`src/rtl/prg_pkg.sv`:
```
package prg_pkg;
  localparam int unsigned CODE_W      = 4;
  localparam int unsigned DIV_W       = 3;
  localparam int unsigned DIV_RUN_MAX = 2;
  localparam int unsigned ALIAS_ONE   = 8;
  localparam int unsigned ALIAS_TWO   = 9;
  localparam int unsigned CNT_W       = (1 << CODE_W) - 1;

  typedef struct packed {
    logic pf;
    logic irqf;
  } prg_flags_t;
endpackage

```
`src/rtl/prg_rate_decode.sv`:
```
module prg_rate_decode #(
  parameter int unsigned CODE_W      = prg_pkg::CODE_W,
  parameter int unsigned DIV_W       = prg_pkg::DIV_W,
  parameter int unsigned DIV_RUN_MAX = prg_pkg::DIV_RUN_MAX,
  parameter int unsigned ALIAS_ONE   = prg_pkg::ALIAS_ONE,
  parameter int unsigned ALIAS_TWO   = prg_pkg::ALIAS_TWO,
  parameter int unsigned CNT_W       = prg_pkg::CNT_W
) (
  input  logic [CODE_W-1:0] rate_code,
  input  logic [DIV_W-1:0]  div_ctl,
  input  logic              pie_en,
  output logic              run,
  output logic [CNT_W-1:0]  period
);
  localparam int unsigned NCODES = 1 << CODE_W;

  logic [CNT_W-1:0] table_q [NCODES];

  // Period table: entries 1 and 2 alias to longer codes, the rest are powers of two.
  for (genvar c = 0; c < NCODES; c++) begin : g_tab
    if (c == 0) begin : g_zero
      assign table_q[c] = '0;
    end else if (c == 1) begin : g_a1
      assign table_q[c] = CNT_W'(1) << (ALIAS_ONE - 1);
    end else if (c == 2) begin : g_a2
      assign table_q[c] = CNT_W'(1) << (ALIAS_TWO - 1);
    end else begin : g_pow
      assign table_q[c] = CNT_W'(1) << (c - 1);
    end
  end

  logic div_ok;
  assign div_ok = (div_ctl <= DIV_W'(DIV_RUN_MAX));
  assign run    = pie_en && (rate_code != '0) && div_ok;
  assign period = table_q[rate_code];
endmodule

```
`src/rtl/prg_phase_counter.sv`:
```
module prg_phase_counter #(
  parameter int unsigned CNT_W = prg_pkg::CNT_W
) (
  input  logic             clk,
  input  logic             rst,
  input  logic             run,
  input  logic             strobe,
  input  logic [CNT_W-1:0] period,
  output logic             tick,
  output logic [CNT_W-1:0] elapsed
);
  logic [CNT_W:0] next_cnt;
  logic           overdue;
  logic           reach;

  assign next_cnt = {1'b0, elapsed} + 1'b1;
  assign overdue  = ({1'b0, elapsed} >= {1'b0, period});
  assign reach    = strobe && (next_cnt >= {1'b0, period});
  assign tick     = run && (overdue || reach);

  always_ff @(posedge clk) begin
    if (rst || !run || tick) begin
      elapsed <= '0;
    end else if (strobe) begin
      elapsed <= next_cnt[CNT_W-1:0];
    end
  end
endmodule

```
`src/rtl/prg_flag_unit.sv`:
```
module prg_flag_unit
  import prg_pkg::*;
(
  input  logic       clk,
  input  logic       rst,
  input  logic       tick,
  input  logic       clr,
  output prg_flags_t flags
);
  always_ff @(posedge clk) begin
    if (rst) begin
      flags <= '0;
    end else if (tick) begin
      flags.pf   <= 1'b1;
      flags.irqf <= 1'b1;
    end else if (clr) begin
      flags <= '0;
    end
  end
endmodule

```
`src/rtl/periodic_rate_gen.sv`:
```
module periodic_rate_gen
  import prg_pkg::*;
(
  input  logic              clk,
  input  logic              rst,
  input  logic              tb_stb,
  input  logic [CODE_W-1:0] rate_code,
  input  logic [DIV_W-1:0]  div_ctl,
  input  logic              pie_en,
  input  logic              flag_clr,
  output logic              per_flag,
  output logic              irq_req
);
  logic             run;
  logic [CNT_W-1:0] period;
  logic             tick;
  logic [CNT_W-1:0] elapsed;
  prg_flags_t       flags;

  prg_rate_decode u_dec (
    .rate_code (rate_code),
    .div_ctl   (div_ctl),
    .pie_en    (pie_en),
    .run       (run),
    .period    (period)
  );

  prg_phase_counter u_cnt (
    .clk     (clk),
    .rst     (rst),
    .run     (run),
    .strobe  (tb_stb),
    .period  (period),
    .tick    (tick),
    .elapsed (elapsed)
  );

  prg_flag_unit u_flg (
    .clk   (clk),
    .rst   (rst),
    .tick  (tick),
    .clr   (flag_clr),
    .flags (flags)
  );

  assign per_flag = flags.pf;
  assign irq_req  = flags.irqf;
endmodule

```
`config.mk`:
```
export PLATFORM = sky130hd
export DESIGN_NAME = periodic_rate_gen
export DESIGN_NICKNAME = d
export VERILOG_FILES = /design/src/rtl/prg_pkg.sv /design/src/rtl/prg_rate_decode.sv /design/src/rtl/prg_phase_counter.sv /design/src/rtl/prg_flag_unit.sv /design/src/rtl/periodic_rate_gen.sv
export SDC_FILE = /design/constraint.sdc
export NUM_CORES = 1
export LEC_CHECK = 0
export ABC_AREA = 1
export BUFFER_PORTS_ARGS = -buffer_cell sky130_fd_sc_hd__clkbuf_2
export CAP_MARGIN = 20
export CORE_AREA = 2 2 68 51
export DETAILED_ROUTE_END_ITERATION = 7
export DIE_AREA = 0 0 70 53
export PLACE_DENSITY = 0.93
export SYNTH_ARGS = -nofsm -noshare
export SYNTH_HDL_FRONTEND = slang
export SYNTH_HIERARCHICAL = 1
export SYNTH_SLANG_ARGS = --single-unit
```
`constraint.sdc`:
```
create_clock -name clk -period 4.7 [get_ports clk]
set_input_delay 0.47 -clock clk [delete_from_list [all_inputs] [get_ports clk]]
set_output_delay 0.47 -clock clk [all_outputs]
set_load 0.1 [all_outputs]
```
Yosys cells after proc, flatten, opt, wreduce, memory -nomap -nowiden

Memory sizes are Yosys's and may differ from the RTL's.
Index checks and enable logic that the tools add are counted.

Bitwise gates (word level): 1
Add/sub/neg operators: 1
Multiplexer cells: 4
Reductions and logical operators: 10
Order comparisons: 4

Operator list:

| operator                                                       | number |
|---|---|
| 2-to-1 mux 15 bit                                              | 2 |
| adder 15 x 1 -> 16 bit, second input constant                  | 1 |
| greater-or-equal comparator 16 x 15 -> 1 bit                   | 1 |
| greater-or-equal comparator 15 bit                             | 1 |
| greater-or-equal comparator 5 bit, second input constant       | 1 |
| NOT 4 -> 5 bit                                                 | 1 |
| logical AND 1 bit                                              | 4 |
| 2-to-1 mux 2 bit                                               | 2 |
| nonzero test 4 bit                                             | 1 |
| less-or-equal comparator 3 x 2 -> 1 bit, second input constant | 1 |
| logical OR 1 bit                                               | 3 |
| nonzero test 2 bit                                             | 1 |
| logical NOT 1 bit                                              | 1 |

Memories: 1
Word-level logic and storage cells: 24
ROM bits: 240
Output and inout port bits: 2
Bits in registers: 17

Memory list:

| memory           | words | bits a word | read ports | clocked after Yosys merged registers in | write ports | line                  | source |
|---|---|---|---|---|---|---|---|
| (name not given) | 16    | 15          | 1          | 0                                       | 0           | prg_rate_decode.sv:35 | `assign period = table_q[rate_code];` |

Longest topological paths before layout

Word-level depth: 9
Mapped depth: 18
Depth with buffers taken out: 18

By module

The synthesis kept the hierarchy.

By module, submodules not included:

| module            | instances | area each (µm²) | cells an instance |
|---|---|---|---|
| prg_phase_counter | 1         | 1,692.9         | 253 |
| prg_rate_decode   | 1         | 177.7           | 39 |
| prg_flag_unit     | 1         | 47.5            | 6 |

Worst setup path before layout

OpenSTA, ideal clock, no wires.

Path kind: register to register
Start: reg u_cnt.elapsed[0]
End: reg u_cnt.elapsed[3]
Clock period less this slack: 2,268 ps
Arrival: 2,149 ps
Buffers on the path: 1
Cell stages (with the launch flop): 17
Setup slack: 2,432 ps
Required time: 4,581 ps
Setup time: 119 ps
Cell sequence: dfxtp_1 ha_1 nand2_1 inv_1 nand2_1 nor2_1 nand3_1 xor2_1 ha_1 nand3_1 nor3_1 nand2_1 nand2_1 nand2_2 nand3_4 buf_8 nor2_2

Longest elaborated chain between the ends: 6
Elaborated cells between the ends (all ways): 7
Classes of those cells: add/sub (1); order compare (2); reduce/logical (4)

RTL lines:

| element                                      | line                    | source |
|---|---|---|
| start: declaration                           | prg_phase_counter.sv:10 | `output logic [CNT_W-1:0] elapsed` |
| start signal: assignment                     | prg_phase_counter.sv:25 | `elapsed <= next_cnt[CNT_W-1:0];` |
| adder 15 x 1 -> 16 bit                       | prg_phase_counter.sv:16 | `assign next_cnt = {1'b0, elapsed} + 1'b1;` |
| net u_cnt.next_cnt[14]                       | prg_phase_counter.sv:12 | `logic [CNT_W:0] next_cnt;` |
| greater-or-equal comparator 16 x 15 -> 1 bit | prg_phase_counter.sv:18 | `assign reach = strobe && (next_cnt >= {1'b0, period});` |
| logical AND 1 bit                            | prg_phase_counter.sv:18 |  |
| logical OR 1 bit                             | prg_phase_counter.sv:19 | `assign tick = run && (overdue \|\| reach);` |
| logical AND 1 bit                            | prg_phase_counter.sv:19 |  |
| logical OR 1 bit                             | prg_phase_counter.sv:22 | `if (rst \|\| !run \|\| tick) begin` |

The timed path passes the listed nets, and every way through them passes these cells.
A chain may end at the register's enable or synchronous reset.

Final worst setup path

Start: reg u_cnt.elapsed[1]
End: reg u_cnt.elapsed[8]

Same word-level chain as after synthesis.

==> flow_summary.json <==
{
  "crit_path_end_kind": "flop",
  "rsz0062_at_grt": "no",
  "post-cts-setup-buffers": 0,
  "power_density_mw_per_mm2": 160,
  "ys_types": 28,
  "critPathRequiredTime_ps": 4880,
  "cts_buffers": 3,
  "synthFlopType": "dfxtp_1",
  "min_path_type": "in -> reg",
  "met3_length_um": 349,
  "path_max_fanout": 15,
  "io_buffers": 13,
  "regArea_um2": 320,
  "fin_tns_setup_ps": 0,
  "fin_crit_ps": 2670,
  "drv_slew": 0,
  "start_util_pct": 63.5,
  "synth_edf_count": 0,
  "firstDrtPassIters": 5,
  "fillers": 269,
  "die_h_um": 53,
  "wire_per_inst_um": 12.9,
  "track_usage_pct": 25.2,
  "wl_met1_um": 2200,
  "holdPathStages": 2,
  "die_area_mm2": 0.00371,
  "antenna_found_initial": 0,
  "criticalPathCategory": "reg -> reg",
  "drcViolationCount": 0,
  "yosys_warnings": 6,
  "rows": 17,
  "postLayoutCellArea_mm2": 0.00202,
  "async_flop_share_pct": 0,
  "grt_overflow": 0,
  "grt_pass1_wl_um": 7200,
  "vias": 1846,
  "max_slew_margin_pct": 63.8,
  "cts_tree": "yes",
  "status": "finished, final reports clean",
  "clk_pin_slew_ps": 60,
  "grt_pass1_vias": 1617,
  "setup_violations": 0,
  "power_w": 0.000322,
  "place_area_mm2": 0.00198,
  "post-route-util_pct": 66.9,
  "dr.max_layer_used": "met4",
  "fp.coreArea_mm2": 0.00302,
  "skew_ps": 3.08,
  "synth_cells": 298,
  "ys_ff_latch": 16,
  "worstRegToRegCells": 16,
  "post_cts_resized": 0,
  "p_leak_nw": 1.01,
  "yosysSeqAreaShare_pct": 16.7,
  "critPathLaunchType": "flop",
  "syn-cell-area_mm2": 0.00192,
  "worstPathArrival_ps": 2860,
  "max_freq_mhz": 374,
  "finalCritPeriodShare_pct": 56.9,
  "cts_sinks": 16,
  "dr.first_iter.drc_count": 117,
  "max_slew.worst_pin.slew_ps": 545,
  "wl_met2_um": 1880,
  "clk_path_buf_depth": 2,
  "via_per_inst": 5.34,
  "syn_to_final_growth_pct": 5.28,
  "ir_drop_uv": 166,
  "insertion_delay_ps": 250,
  "hpwl_um": 3580,
  "ctsHoldBuffers": 0,
  "place_congestion": 0.899,
  "multi_input_area_mm2": 0.00136,
  "drive_gt1_share_pct": 11.4,
  "htreeDepth": 1,
  "dieWidth_um": 70,
  "num_io_pins": 14,
  "nets": 353,
  "drtAntennaViolNets": 0,
  "drt_wl_total_um": 4460,
  "maxCapViolCount": 0,
  "root_buffer": "clkbuf_8",
  "grt_max_degree": 17,
  "hold_violations": 0,
  "syn_avg_cell_area_um2": 6.44,
  "num_antenna_cells": 0
}
==> Yosys cell counts, types with 2 or more instances <==
| cell | number | area [um^2] |
|---|---|---|
| a21oi_1 | 12 | 60.1 |
| buf_4 | 3 | 22.5 |
| clkbuf_1 | 2 | 7.51 |
| dfxtp_1 | 16 | 320 |
| ha_1 | 31 | 388 |
| inv_1 | 47 | 176 |
| inv_2 | 3 | 11.3 |
| mux2i_1 | 4 | 40.0 |
| nand2_1 | 66 | 248 |
| nand2_2 | 2 | 12.5 |
| nand3_1 | 11 | 55.1 |
| nand4_1 | 6 | 37.5 |
| nor2_1 | 37 | 139 |
| nor2_2 | 11 | 68.8 |
| nor3_1 | 7 | 35.0 |
| nor4_1 | 2 | 12.5 |
| o21ai_0 | 15 | 75.1 |
| o21bai_1 | 4 | 30.0 |
| xor2_1 | 10 | 87.6 |
==> worst paths after layout <==
check | start | end | slack (ps)
worst min register to register | u_flg/flags[0] | u_flg/flags[0] | 490
worst max register to register | u_cnt/elapsed[1] | u_cnt/elapsed[8] | 2030
worst max-delay path | u_cnt/elapsed[1] | u_cnt/elapsed[8] | 2030
worst min-delay path | rst | u_flg/flags[0] | 400
==> where the power goes <==
group	switching [W]	leakage, nW	internal (W)
clock network	0.0000468	0.0216	0.0000569
registers	0.00000193	0.129	0.000137
logic	0.0000520	0.861	0.0000272
total	0.000101	1.01	0.000221
==> state kept, by name (all words and copies together) (netlist names) <==
signal / flops
u_cnt/elapsed: 15
u_flg/flags: 1
==> placed cells by master, fill, tap and decap left out <==
master,n
a21oi_1,12
a21oi_2,1
clkbuf_2,13
clkbuf_8,3
conb_1,2
dfxtp_1,16
ha_1,31
inv_1,47
inv_2,3
mux2i_1,4
nand2_1,66
nand2_2,2
nand3_1,11
nand3_4,1
nand3b_1,1
nand4_1,6
nor2_1,37
nor2_2,11
nor2_4,1
nor3_1,7
nor4_1,2
o21a_1,1
o21ai_0,15
o21bai_1,4
xnor2_1,1
xor2_1,10
==> worst max-delay path, stage by stage, from the launching register on <==
cell      delay (ps)
dfxtp_1          400
nand2_1           90
nor2_2           160
nand2_1          100
nor2_1           190
nand2_1          100
xor2_1           300
ha_1             310
a21oi_1          160
o21bai_1          80
nor2_1            80
nand2_1           60
inv_1             50
nand2_1           50
nand2_2           80
nand3_4          220
nor2_1           170
==> layout make-up <==
type                       count  area share [%]
inverter                      50            9.29
timing repair buffer          13            3.22
sequential                    16            15.9
tap                           38            2.35
multi-input combinational    226            67.2
clock buffer                   3            2.04
==> routing by layer <==
| metal | global-route usage [%] | up-vias |
|---|---|---|
| li1 | - | 967 |
| met1 | 35.9 | 806 |
| met2 | 41.4 | 67 |
| met3 | 2.29 | 6 |
| met4 | 6.41 | 0 |
| met5 | 0 | - |
==> stage by stage <==
stage          instances  hold WS, ps  worst slack (ps)
5_1_grt              346          387              1820
2_1_floorplan        299          532              2430
3_5_place_dp         343          482              2100
4_1_cts              346          390              2080
3_3_place_gp         343          468              2140
6_report             346          396              2030
==> logic make-up after synthesis <==
kind of cell / Yosys count / synth area share [%]
simple gates: 145 / 33.6
buf+inv: 57 / 12.7
compound gates: 33 / 9.46
fa+ha+maj: 31 / 20.2
flops: 16 / 16.7
xor+xnor: 11 / 5.02
mux: 4 / 2.09
other cells: 1 / 0.196
No activity file was read; power rests on OpenSTA's default activity.
